$ cat config.mk
export PLATFORM = sky130hd
export DESIGN_NAME = edge_lane_bridge
export DESIGN_NICKNAME = d
export VERILOG_FILES = /design/src/rtl/elb_pkg.sv /design/src/rtl/elb_encoder.sv /design/src/rtl/elb_resolver.sv /design/src/rtl/elb_presenter.sv /design/src/rtl/edge_lane_bridge.sv
export SDC_FILE = /design/constraint.sdc
export NUM_CORES = 1
export LEC_CHECK = 0
export ABC_AREA = 1
export BUFFER_PORTS_ARGS = -buffer_cell sky130_fd_sc_hd__buf_2
export CAP_MARGIN = 20
export CORE_UTILIZATION = 25
export DETAILED_ROUTE_END_ITERATION = 10
export GPL_TIMING_DRIVEN = 0
export SYNTH_ARGS = -nofsm -noshare
export SYNTH_HDL_FRONTEND = slang
export SYNTH_SLANG_ARGS = --single-unit
export TNS_END_PERCENT = 30
$ cat constraint.sdc
create_clock -name clk -period 1.6 [get_ports clk]
set_input_delay 0.16 -clock clk [delete_from_list [all_inputs] [get_ports clk]]
set_output_delay 0.16 -clock clk [all_outputs]
set_load 0.05 [all_outputs]
$ cat src/rtl/elb_pkg.sv
package elb_pkg;

    // When the settled level of a lane reaches the plain output
    typedef enum logic [1:0] {
        PRES_ZERO = 2'd0,
        PRES_FALL = 2'd1,
        PRES_RISE = 2'd2
    } pres_mode_e;

    // Transition slots carried per reference cycle
    localparam int SLOTS = 2;

    function automatic int slot_width(int ofs_w);
        return ofs_w + 2;
    endfunction

    function automatic int lane_width(int ofs_w);
        return 1 + SLOTS * slot_width(ofs_w);
    endfunction

endpackage

$ cat src/rtl/elb_encoder.sv
module elb_encoder
    import elb_pkg::*;
#(
    parameter int OFS_W = 4,
    localparam int LW = lane_width(OFS_W)
) (
    input  logic          clk,
    input  logic          rst,
    input  logic          plain_in,
    output logic [LW-1:0] lane_out
);

    typedef struct packed {
        logic             vld;
        logic [OFS_W-1:0] ofs;
        logic             lvl;
    } edge_t;

    typedef struct packed {
        edge_t [SLOTS-1:0] tr;
        logic              start;
    } lane_t;

    logic  held_q;
    lane_t lane_q;
    lane_t lane_nxt;

    always_comb begin
        lane_nxt       = '0;
        lane_nxt.start = held_q;
        if (plain_in != held_q) begin
            lane_nxt.tr[0].vld = 1'b1;
            lane_nxt.tr[0].lvl = plain_in;
        end
    end

    always_ff @(posedge clk) begin
        if (rst) begin
            held_q <= 1'b0;
            lane_q <= '0;
        end else begin
            held_q <= plain_in;
            lane_q <= lane_nxt;
        end
    end

    assign lane_out = lane_q;


    property start_follows_prior_p;
        @(posedge clk) disable iff (rst)
        1'b1 |=> lane_q.start == ($past(lane_q.tr[0].vld) ? $past(lane_q.tr[0].lvl)
                                                          : $past(lane_q.start));
    endproperty
    start_continuity_chk: assert property (start_follows_prior_p);


    property empty_after_reset_p;
        @(posedge clk) disable iff (rst)
        $fell(rst) |-> lane_q == '0;
    endproperty
    first_cycle_quiet_chk: assert property (empty_after_reset_p);

endmodule

$ cat src/rtl/elb_resolver.sv
module elb_resolver
    import elb_pkg::*;
#(
    parameter int OFS_W = 4,
    localparam int LW = lane_width(OFS_W)
) (
    input  logic          clk,
    input  logic          rst,
    input  logic [LW-1:0] lane_in,
    output logic          settled
);

    typedef struct packed {
        logic             vld;
        logic [OFS_W-1:0] ofs;
        logic             lvl;
    } edge_t;

    typedef struct packed {
        edge_t [SLOTS-1:0] tr;
        logic              start;
    } lane_t;

    lane_t lane;
    assign lane = lane_t'(lane_in);

    // The latest valid edge wins; on equal offsets the higher slot wins
    always_comb begin
        logic             found;
        logic [OFS_W-1:0] best;
        found   = 1'b0;
        best    = '0;
        settled = lane.start;
        for (int k = 0; k < SLOTS; k++) begin
            if (lane.tr[k].vld && (!found || lane.tr[k].ofs >= best)) begin
                found   = 1'b1;
                best    = lane.tr[k].ofs;
                settled = lane.tr[k].lvl;
            end
        end
    end

    generate
        for (genvar k = 1; k < SLOTS; k++) begin : g_order

            property ordered_slot_p;
                @(posedge clk) disable iff (rst)
                lane.tr[k].vld |-> (lane.tr[k-1].vld && (lane.tr[k-1].ofs < lane.tr[k].ofs));
            endproperty
            lane_order_chk: assert property (ordered_slot_p);
        end
    endgenerate

endmodule

$ cat src/rtl/elb_presenter.sv
module elb_presenter
    import elb_pkg::*;
#(
    parameter pres_mode_e MODE = PRES_RISE
) (
    input  logic clk,
    input  logic rst,
    input  logic level_in,
    output logic plain_out
);

    generate
        if (MODE == PRES_ZERO) begin : g_zero
            assign plain_out = level_in;
        end else if (MODE == PRES_FALL) begin : g_fall
            logic fall_q;
            always_ff @(negedge clk) begin
                if (rst) fall_q <= 1'b0;
                else     fall_q <= level_in;
            end
            assign plain_out = fall_q;
        end else begin : g_rise
            logic rise_q;
            logic seen_q;
            always_ff @(posedge clk) begin
                if (rst) begin
                    rise_q <= 1'b0;
                    seen_q <= 1'b0;
                end else begin
                    rise_q <= level_in;
                    seen_q <= 1'b1;
                end
            end
            assign plain_out = rise_q;


            property rise_one_edge_p;
                @(posedge clk) disable iff (rst)
                seen_q |-> plain_out == $past(level_in);
            endproperty
            rise_lag_chk: assert property (rise_one_edge_p);
        end
    endgenerate

endmodule

$ cat src/rtl/edge_lane_bridge.sv
module edge_lane_bridge
    import elb_pkg::*;
#(
    parameter int         OFS_W = 4,
    parameter pres_mode_e MODE  = PRES_RISE,
    localparam int LW = lane_width(OFS_W)
) (
    input  logic          clk,
    input  logic          rst,
    input  logic          plain_in,
    output logic [LW-1:0] lane_out,
    input  logic [LW-1:0] lane_in,
    output logic          plain_out
);

    logic settled;

    elb_encoder #(.OFS_W(OFS_W)) u_encoder (
        .clk      (clk),
        .rst      (rst),
        .plain_in (plain_in),
        .lane_out (lane_out)
    );

    elb_resolver #(.OFS_W(OFS_W)) u_resolver (
        .clk     (clk),
        .rst     (rst),
        .lane_in (lane_in),
        .settled (settled)
    );

    elb_presenter #(.MODE(MODE)) u_presenter (
        .clk       (clk),
        .rst       (rst),
        .level_in  (settled),
        .plain_out (plain_out)
    );

endmodule

## Yosys cells after proc, flatten, opt, wreduce, memory -nomap -nowiden

Cells that the tools add are included.

- Output and inout port bits: 14
- Word-level logic and storage cells: 17
- Register bits: 5

- Equality and inequality tests: 1
- Reductions and logical operators: 4
- Bitwise operators: 1
- Order comparisons: 1
- Muxes and demuxes: 5

Operator list:

| kind | number |
|---|---|
| >= comparator 4 bit | 1 |
| two-way mux 1 bit | 4 |
| two-way mux 4 bit | 1 |
| OR reduction 2 bit | 1 |
| logical AND 1 bit | 1 |
| logical NOT 1 bit | 1 |
| logical OR 1 bit | 1 |
| != test 1 bit | 1 |
| inverter 1 bit | 1 |

## Longest topological paths before layout

Gate-level depths: netlist (run 1).

- Depth in word-level cells: 5
- Mapped depth: 12
- Gate-level depth less buffers: 12

## Hierarchy

From an unflattened synthesis (run 1), not the netlist that was laid out.

- Cell total of the unflattened synthesis: 55
- Area, all modules: 379.1 µm²

Modules (own cells, without submodules):

| module | instances | area each (µm²) | sequential area each (µm²) | cells each |
|---|---|---|---|---|
| elb_encoder | 1 | 198.9 | 80.1 | 25 |
| elb_resolver | 1 | 150.1 | 0.0 | 27 |
| elb_presenter | 1 | 30.0 | 20.0 | 3 |

## Worst setup path after synthesis (run 1)

OpenSTA, ideal clock, no wires.

- Path type: input to register
- From: input lane_in[2]
- To: register u_presenter.g_rise.rise_q, in the netlist u_presenter.plain_out
- Slack: 0.558 ns
- Setup time: 0.115 ns
- Cell stages on the path: 11
- Arrival time: 0.927 ns
- Cell sequence: nand2_1 > inv_1 > ha_1 > inv_1 > nand2_1 > nand2_1 > nand2_1 > nand2_1 > nand2_1 > a21oi_1 > nor2_1

- Word-level cells in the longest chain between the ends: 5

Ends and longest elaborated chain:

| what | line | text |
|---|---|---|
| from (decl) | edge_lane_bridge.sv:12 | `input logic [LW-1:0] lane_in,` |
| two-way mux 4 bit | elb_resolver.sv:35 | `if (lane.tr[k].vld && (!found \|\| lane.tr[k].ofs >= best)) begin` |
| >= comparator 4 bit | elb_resolver.sv:35 |  |
| logical OR 1 bit | elb_resolver.sv:35 |  |
| logical AND 1 bit | elb_resolver.sv:35 |  |
| two-way mux 1 bit | elb_resolver.sv:35 |  |
| to (signal assigned) | elb_presenter.sv:30 | `rise_q <= level_in;` |
| to (decl) | elb_presenter.sv:23 | `logic rise_q;` |

Every way passes these cells.
A chain may end at the register's enable or synchronous reset.

## Worst setup path in the final report (run 1)

- From: input lane_in[6]
- To: register u_presenter.g_rise.rise_q, in the netlist u_presenter.plain_out

- Word-level cells in the longest chain between the ends: 5
- Elaborated cells on any way between the ends: 8

Ends and longest elaborated chain:

| what | line |
|---|---|
| two-way mux 4 bit / two-way mux 1 bit (equally long branches) | elb_resolver.sv:35 |
| >= comparator 4 bit / logical NOT 1 bit (equally long branches) | elb_resolver.sv:35 |
| logical OR 1 bit | elb_resolver.sv:35 |
| logical AND 1 bit | elb_resolver.sv:35 |
| two-way mux 1 bit (*) | elb_resolver.sv:35 |

Mark *: on every way between the ends. The rest lies on a longest branch, timed or not.

==> results_dict.tcl, run 1 <==
set metrics [dict create \
    global_route.usage.total_pct 8.65 \
    final_nets 105 \
    vias_per_cell 3.45 \
    report.final.setup_viol 0 \
    timing.final.crit_share_pct 63.0 \
    grt_pass1_wl_um 890 \
    post-dp-hpwl_um 514 \
    rows 13 \
    setup_tns_ns 0 \
    top_achievable_clock_speed_mhz 992 \
    nFillCells 153 \
    cp_data_arrival_time_ns 1.13 \
    cp-startpoint "lane_in[6]" \
    power_per_cell_area_nw_per_um2 793 \
    hold_fix_buffers_at_cts 0 \
    preCtsSetupSlack_ns 0.333 \
    grt.overflow.total 0 \
    die_height_um 40.6 \
    number_of_synthesized_register_bits 5 \
    worst_r2r_startpoint "u_encoder.held_q" \
    holdWs_ns 0.131 \
    min-delay-start "plain_in" \
    detail_route.first_pass.iterations 4 \
    critical_path_class "input port to flip-flop" \
    cts_setup_buffers 0 \
    clock-sinks 5 \
    min_delay_worst_endpoint "u_encoder.lane_out[6]" \
    timing.hold.worst_path_depth 2 \
    synthesis.instances 52 \
    routed.top_layer "met3" \
    route.vias.total 342 \
    cts_buffers 3 \
    worst_ir_drop_vdd_uv 463 \
    netlist-cell-type-count 12 \
    run_status "finished clean" \
    placed_cells 95 \
    timing.final.hold_violations 0 \
    initial_antenna_violation_count 0 \
    routed_wirelength_um 561 \
    drc 0 \
    leakagePower_nw 0.354 \
    die_area_sq_um 1640 \
    initial_utilization_pct 27.9 \
    drive_gt1_share_pct 41.7 \
    synth.yosys.seq_area_share_pct 26.9 \
    skew_ns 0.000120 \
    final.min_clock_period_ns 1.01 \
    gpl.final_weighted_congestion 0.582 \
    total_power_mw 0.433 \
    post_synth.cell_area_avg_sq_um 7.15 \
    root_buffer "clkbuf_4" \
    max-clock-path-buffers 2 \
    fin_ws_ns 0.592 \
    worst-r2r-setup-slack_ns 0.85 \
    r2r_cells 4 \
    avgRoutedWirePerCell_um 5.67 \
    design.core.area_sq_um 1330 \
    end_kind "flip-flop" \
    ctsHtreeMaxLevel 1 \
    numPortBuffers 19 \
    synth-warning-count 0 \
    worstPathCellList "buf_2 -> nand2_1 -> inv_1 -> ha_1 -> inv_1 -> nand2_1 -> nand2_1 -> nand2_1 -> nand2_1 -> nand2_1 -> a21oi_1 -> nor2_1" \
    boundaryPins 30 \
    met3_wirelength_um 58 \
    layout.cells.most_common_list "buf_2, nand2_1, inv_1, buf_4, conb_1" \
    die_w_um 40.6 \
    syn-cell-area_sq_um 372 \
    pin_count_of_the_biggest_net_entering_global_routing 7 \
    setup_repair_after_global_routing_missed_its_margin "false" \
    maxSlewViolCount 0 \
    crit_path_top_delay_cell "ha_1" \
    hp-class "input port to flip-flop" \
    vias_in_the_first_global_route 253 \
    critical_path_peak_fanout 6 \
    detail_route.iter0.violations 2 \
    tritoncts_clock_tree "built" \
    syn2layout_area_growth_pct 46.8 \
    layout.area.seq_sq_um 100 \
    combined_area_of_the_multi_input_logic_cells_sq_um 193 \
    cap_viol_max_count 0 \
    clk_pin_slew_ns 0.04 \
    critPathRequiredTime_ns 1.72 \
    final_cell_count_no_fill 99 \
    route.met2.wl_um 280 \
    layout.cells.most_common "buf_2" \
    wl_met1_um 222 \
    critPathMostFrequentCell "nand2_1" \
    clk-insertion-delay-late_ns 0.23 \
    setup.worst_path.start_class "input port" \
    insertedDiodeCount 0 \
    cp_slowest_stage_delay_ns 0.26 \
    regToRegEndpoint "u_encoder.lane_out[6]" \
    antenna_violating_nets_post_route 0 \
    postCtsResizedCells 0 \
]
-- cells in the mapped netlist --
| cell type | instances | area [sq um] |
|---|---|---|
| nand3_2 | 1 | 10.0 |
| ha_1 | 4 | 50.1 |
| buf_4 | 10 | 75.1 |
| nand2_1 | 12 | 45.0 |
| a21oi_1 | 2 | 10.0 |
| conb_1 | 1 | 3.75 |
| mux2_2 | 1 | 11.3 |
| inv_1 | 10 | 37.5 |
| nor2_1 | 4 | 15.0 |
| dfxtp_1 | 5 | 100 |
| a21oi_2 | 1 | 8.76 |
| nor3_1 | 1 | 5.00 |
-- through the flow --
stage,instance area [sq um],util [%]
6_report,546,40.9
5_1_grt,546,40.9
2_1_floorplan,405,-
3_5_place_dp,519,38.9
3_3_place_gp,519,38.9
4_1_cts,546,40.9
-- flip-flops by register name, summed over array words and instances, names as in the netlist --
register,flops
u_encoder.lane_out,3
u_presenter.plain_out,1
u_encoder.held_q,1
-- critical path, delay by kind of cell --
kind	cells	cell delay, ns
AND/OR/NAND/NOR	7	0.36
buffers and inverters	3	0.22
adder cells (fa/ha/maj)	1	0.26
AO/OA/AOI/OAI	1	0.12
-- cells by family (layout without fill, tap and decap cells) --
group           after synthesis  count (layout)  synth area share (%)
other cells                   1              10                  1.01
fa+ha+maj                     4               4                  13.5
flops                         5               5                  26.9
mux                           1               1                  3.03
simple gates                 18              18                  20.2
compound gates                3               3                  5.05
buf+inv                      20              43                  30.3
-- how the worst max path moves through the flow --
stage                            endpoint  slack [ns]  cells after the start
floorplan           u_presenter.plain_out        0.56                     11
detailed placement  u_presenter.plain_out        0.33                     12
CTS                 u_presenter.plain_out        0.58                     12
global route        u_presenter.plain_out        0.42                     12
finish              u_presenter.plain_out        0.59                     12
global placement    u_presenter.plain_out        0.34                     12
-- power by group --
| part | switching (mW) | internal [mW] | total (mW) |
|---|---|---|---|
| Combinational | 0.108 | 0.0520 | 0.159 |
| Clock | 0.0439 | 0.0938 | 0.138 |
| Sequential | 0.00230 | 0.133 | 0.135 |
| Total | 0.154 | 0.279 | 0.433 |
-- cell type report --
class                   count  share of cell area, %
plain buffers              10                   13.8
repair buffers             19                   17.4
flip-flops and latches      5                   18.3
multi-input cells          36                   35.3
inverters                  10                   6.88
clock buffers               4                   4.82
well taps                  15                   3.44
-- layer usage --
metal,track usage [%],vias up
met5,0,-
met4,5.00,0
met3,5.00,0
met2,14.7,14
met1,7.92,129
li1,-,199
Note: power is estimated with default switching activity, not from simulation.
==> run 2: changes to the inputs <==
==> constraint.sdc (replaced) <==
create_clock -name clk -period 0.82 [get_ports clk]
set_input_delay 0.082 -clock clk [delete_from_list [all_inputs] [get_ports clk]]
set_output_delay 0.082 -clock clk [all_outputs]
set_load 0.05 [all_outputs]
==> results_dict.tcl, run 2 (synthesis gave the netlist of run 1 again) <==
set metrics [dict create \
    cts_buffers 3 \
    initial_utilization_pct 27.9 \
    regToRegEndpoint "u_encoder.lane_out[6]" \
    pin_count_of_the_biggest_net_entering_global_routing 7 \
    layout.cells.most_common_list "buf_2, buf_4, conb_1, nand2_1, inv_1" \
    holdWs_ns 0.0126 \
    die_area_sq_um 1640 \
    maxSlewViolCount 0 \
    boundaryPins 30 \
    preCtsSetupSlack_ns -0.387 \
    antenna_violating_nets_post_route 0 \
    placed_cells 95 \
    route.vias.total 361 \
    final_cell_count_no_fill 99 \
    timing.final.hold_violations 0 \
    postPlaceCellArea_sq_um 519 \
    post-dp-hpwl_um 515 \
    power_per_cell_area_nw_per_um2 1480 \
    layout.cells.most_common "buf_2" \
    cp_data_arrival_time_ns 0.98 \
    drive_gt1_share_pct 54.8 \
    critPathRequiredTime_ns 0.96 \
    grt.overflow.total 0 \
    r2r_cells 4 \
    report.final.setup_viol 1 \
    clock-sinks 5 \
    vias_per_cell 3.65 \
    end_kind "flip-flop" \
    ctsHtreeMaxLevel 1 \
    routed_wirelength_um 732 \
    tritoncts_clock_tree "built" \
    cap_viol_max_count 0 \
    rows 13 \
    setup_tns_ns -0.0198 \
    insertedDiodeCount 0 \
    detail_route.iter0.violations 3 \
    timing.final.crit_share_pct 102 \
    worst_r2r_startpoint "u_encoder.held_q" \
    max-clock-path-buffers 2 \
    final_nets 105 \
    worst-r2r-setup-slack_ns 0.06 \
    global_route.usage.total_pct 9.09 \
    violations "negative setup slack" \
    die_w_um 40.6 \
    setup.worst_path.start_class "input port" \
    min_delay_worst_endpoint "u_encoder.lane_out[6]" \
    leakagePower_nw 0.374 \
    grt_pass1_wl_um 917 \
    clk-insertion-delay-late_ns 0.25 \
    hp-class "input port to flip-flop" \
    final_core_utilization_pct 47.4 \
    numPortBuffers 19 \
    timing.hold.worst_path_depth 2 \
    die_height_um 40.6 \
    setup_repair_after_global_routing_missed_its_margin "true" \
    largest_register_ffs 3 \
    detail_route.first_pass.iterations 2 \
    worst_ir_drop_vdd_uv 681 \
    critical_path_class "input port to flip-flop" \
    run_status "complete, but fails checks" \
    skew_ns 0.0000105 \
    gpl.final_weighted_congestion 0.572 \
    fin_ws_ns -0.0198 \
    total_power_mw 0.935 \
    min-delay-start "plain_in" \
    critical_path_peak_fanout 6 \
    syn2layout_area_growth_pct 70.0 \
    design.core.area_sq_um 1330 \
    root_buffer "clkbuf_4" \
    clk_pin_slew_ns 0.05 \
    postLayoutCellArea_sq_um 632 \
    final.min_clock_period_ns 0.840 \
    top_achievable_clock_speed_mhz 1190 \
    avgRoutedWirePerCell_um 7.39 \
    hold_fix_buffers_at_cts 0 \
    drc 0 \
    vias_in_the_first_global_route 276 \
    initial_antenna_violation_count 0 \
]
[run 2: cell types whose count changed in the layout (fill, tap and decap cells not counted), sizes merged]
| cell | previous run | this run |
|---|---|---|
| clkinv | 0 | 1 |
| clkbuf | 4 | 3 |
[run 2: area by class of cell]
cell class | instances | area, sq um
sequential | 5 | 104
fill | 140 | 702
clock buffer | 3 | 22.5
buffer | 10 | 75.1
tap | 15 | 18.8
timing repair buffer | 19 | 148
multi-input combinational | 36 | 221
inverter | 10 | 37.5
clock inverter | 1 | 5.00
[run 2: where the power goes]
part           switching, mW  internal, mW  total [mW]  leakage [nW]
logic                  0.225         0.140       0.365         0.314
clock network          0.122         0.178       0.300        0.0177
registers            0.00915         0.261       0.270        0.0425
[run 2: worst max-delay path by stage]
stage                           from               endpoint  slack (ns)  depth (start not counted)
final                     lane_in[6]  u_presenter.plain_out       -0.02                         12
after global routing      lane_in[6]  u_presenter.plain_out       -0.11                         13
after CTS                 lane_in[6]  u_presenter.plain_out       -0.03                         12
after detailed placement  lane_in[6]  u_presenter.plain_out       -0.39                         12
after global placement    lane_in[6]  u_presenter.plain_out       -0.36                         12
after floorplan           lane_in[2]  u_presenter.plain_out       -0.14                         11
[run 2: critical path, stage by stage]
cell and delay (ns):
buf_8 0.11, nand2_4 0.05, inv_2 0.04, ha_4 0.22
inv_2 0.05, nand2_2 0.03, nand2_1 0.05, nand2_1 0.04
nand2_1 0.06, nand2_2 0.07, a21oi_2 0.13, nor2_1 0.05
[run 2: metal layers]
metal	global-route usage (%)	wire length (um)	up-vias	share of wire, %
met1	6.91	230	145	31
li1	-	-	198	-
met2	17.5	425	18	58
met3	5.00	77	0	11
met5	0	0	-	0
met4	5.00	0	0	0
[run 2: repair_timing]
action,4_1_cts,5_1_grt
buffers inserted,0,0
gates resized for setup,19,7
setup endpoints to repair,5,5
pin swaps,6,5
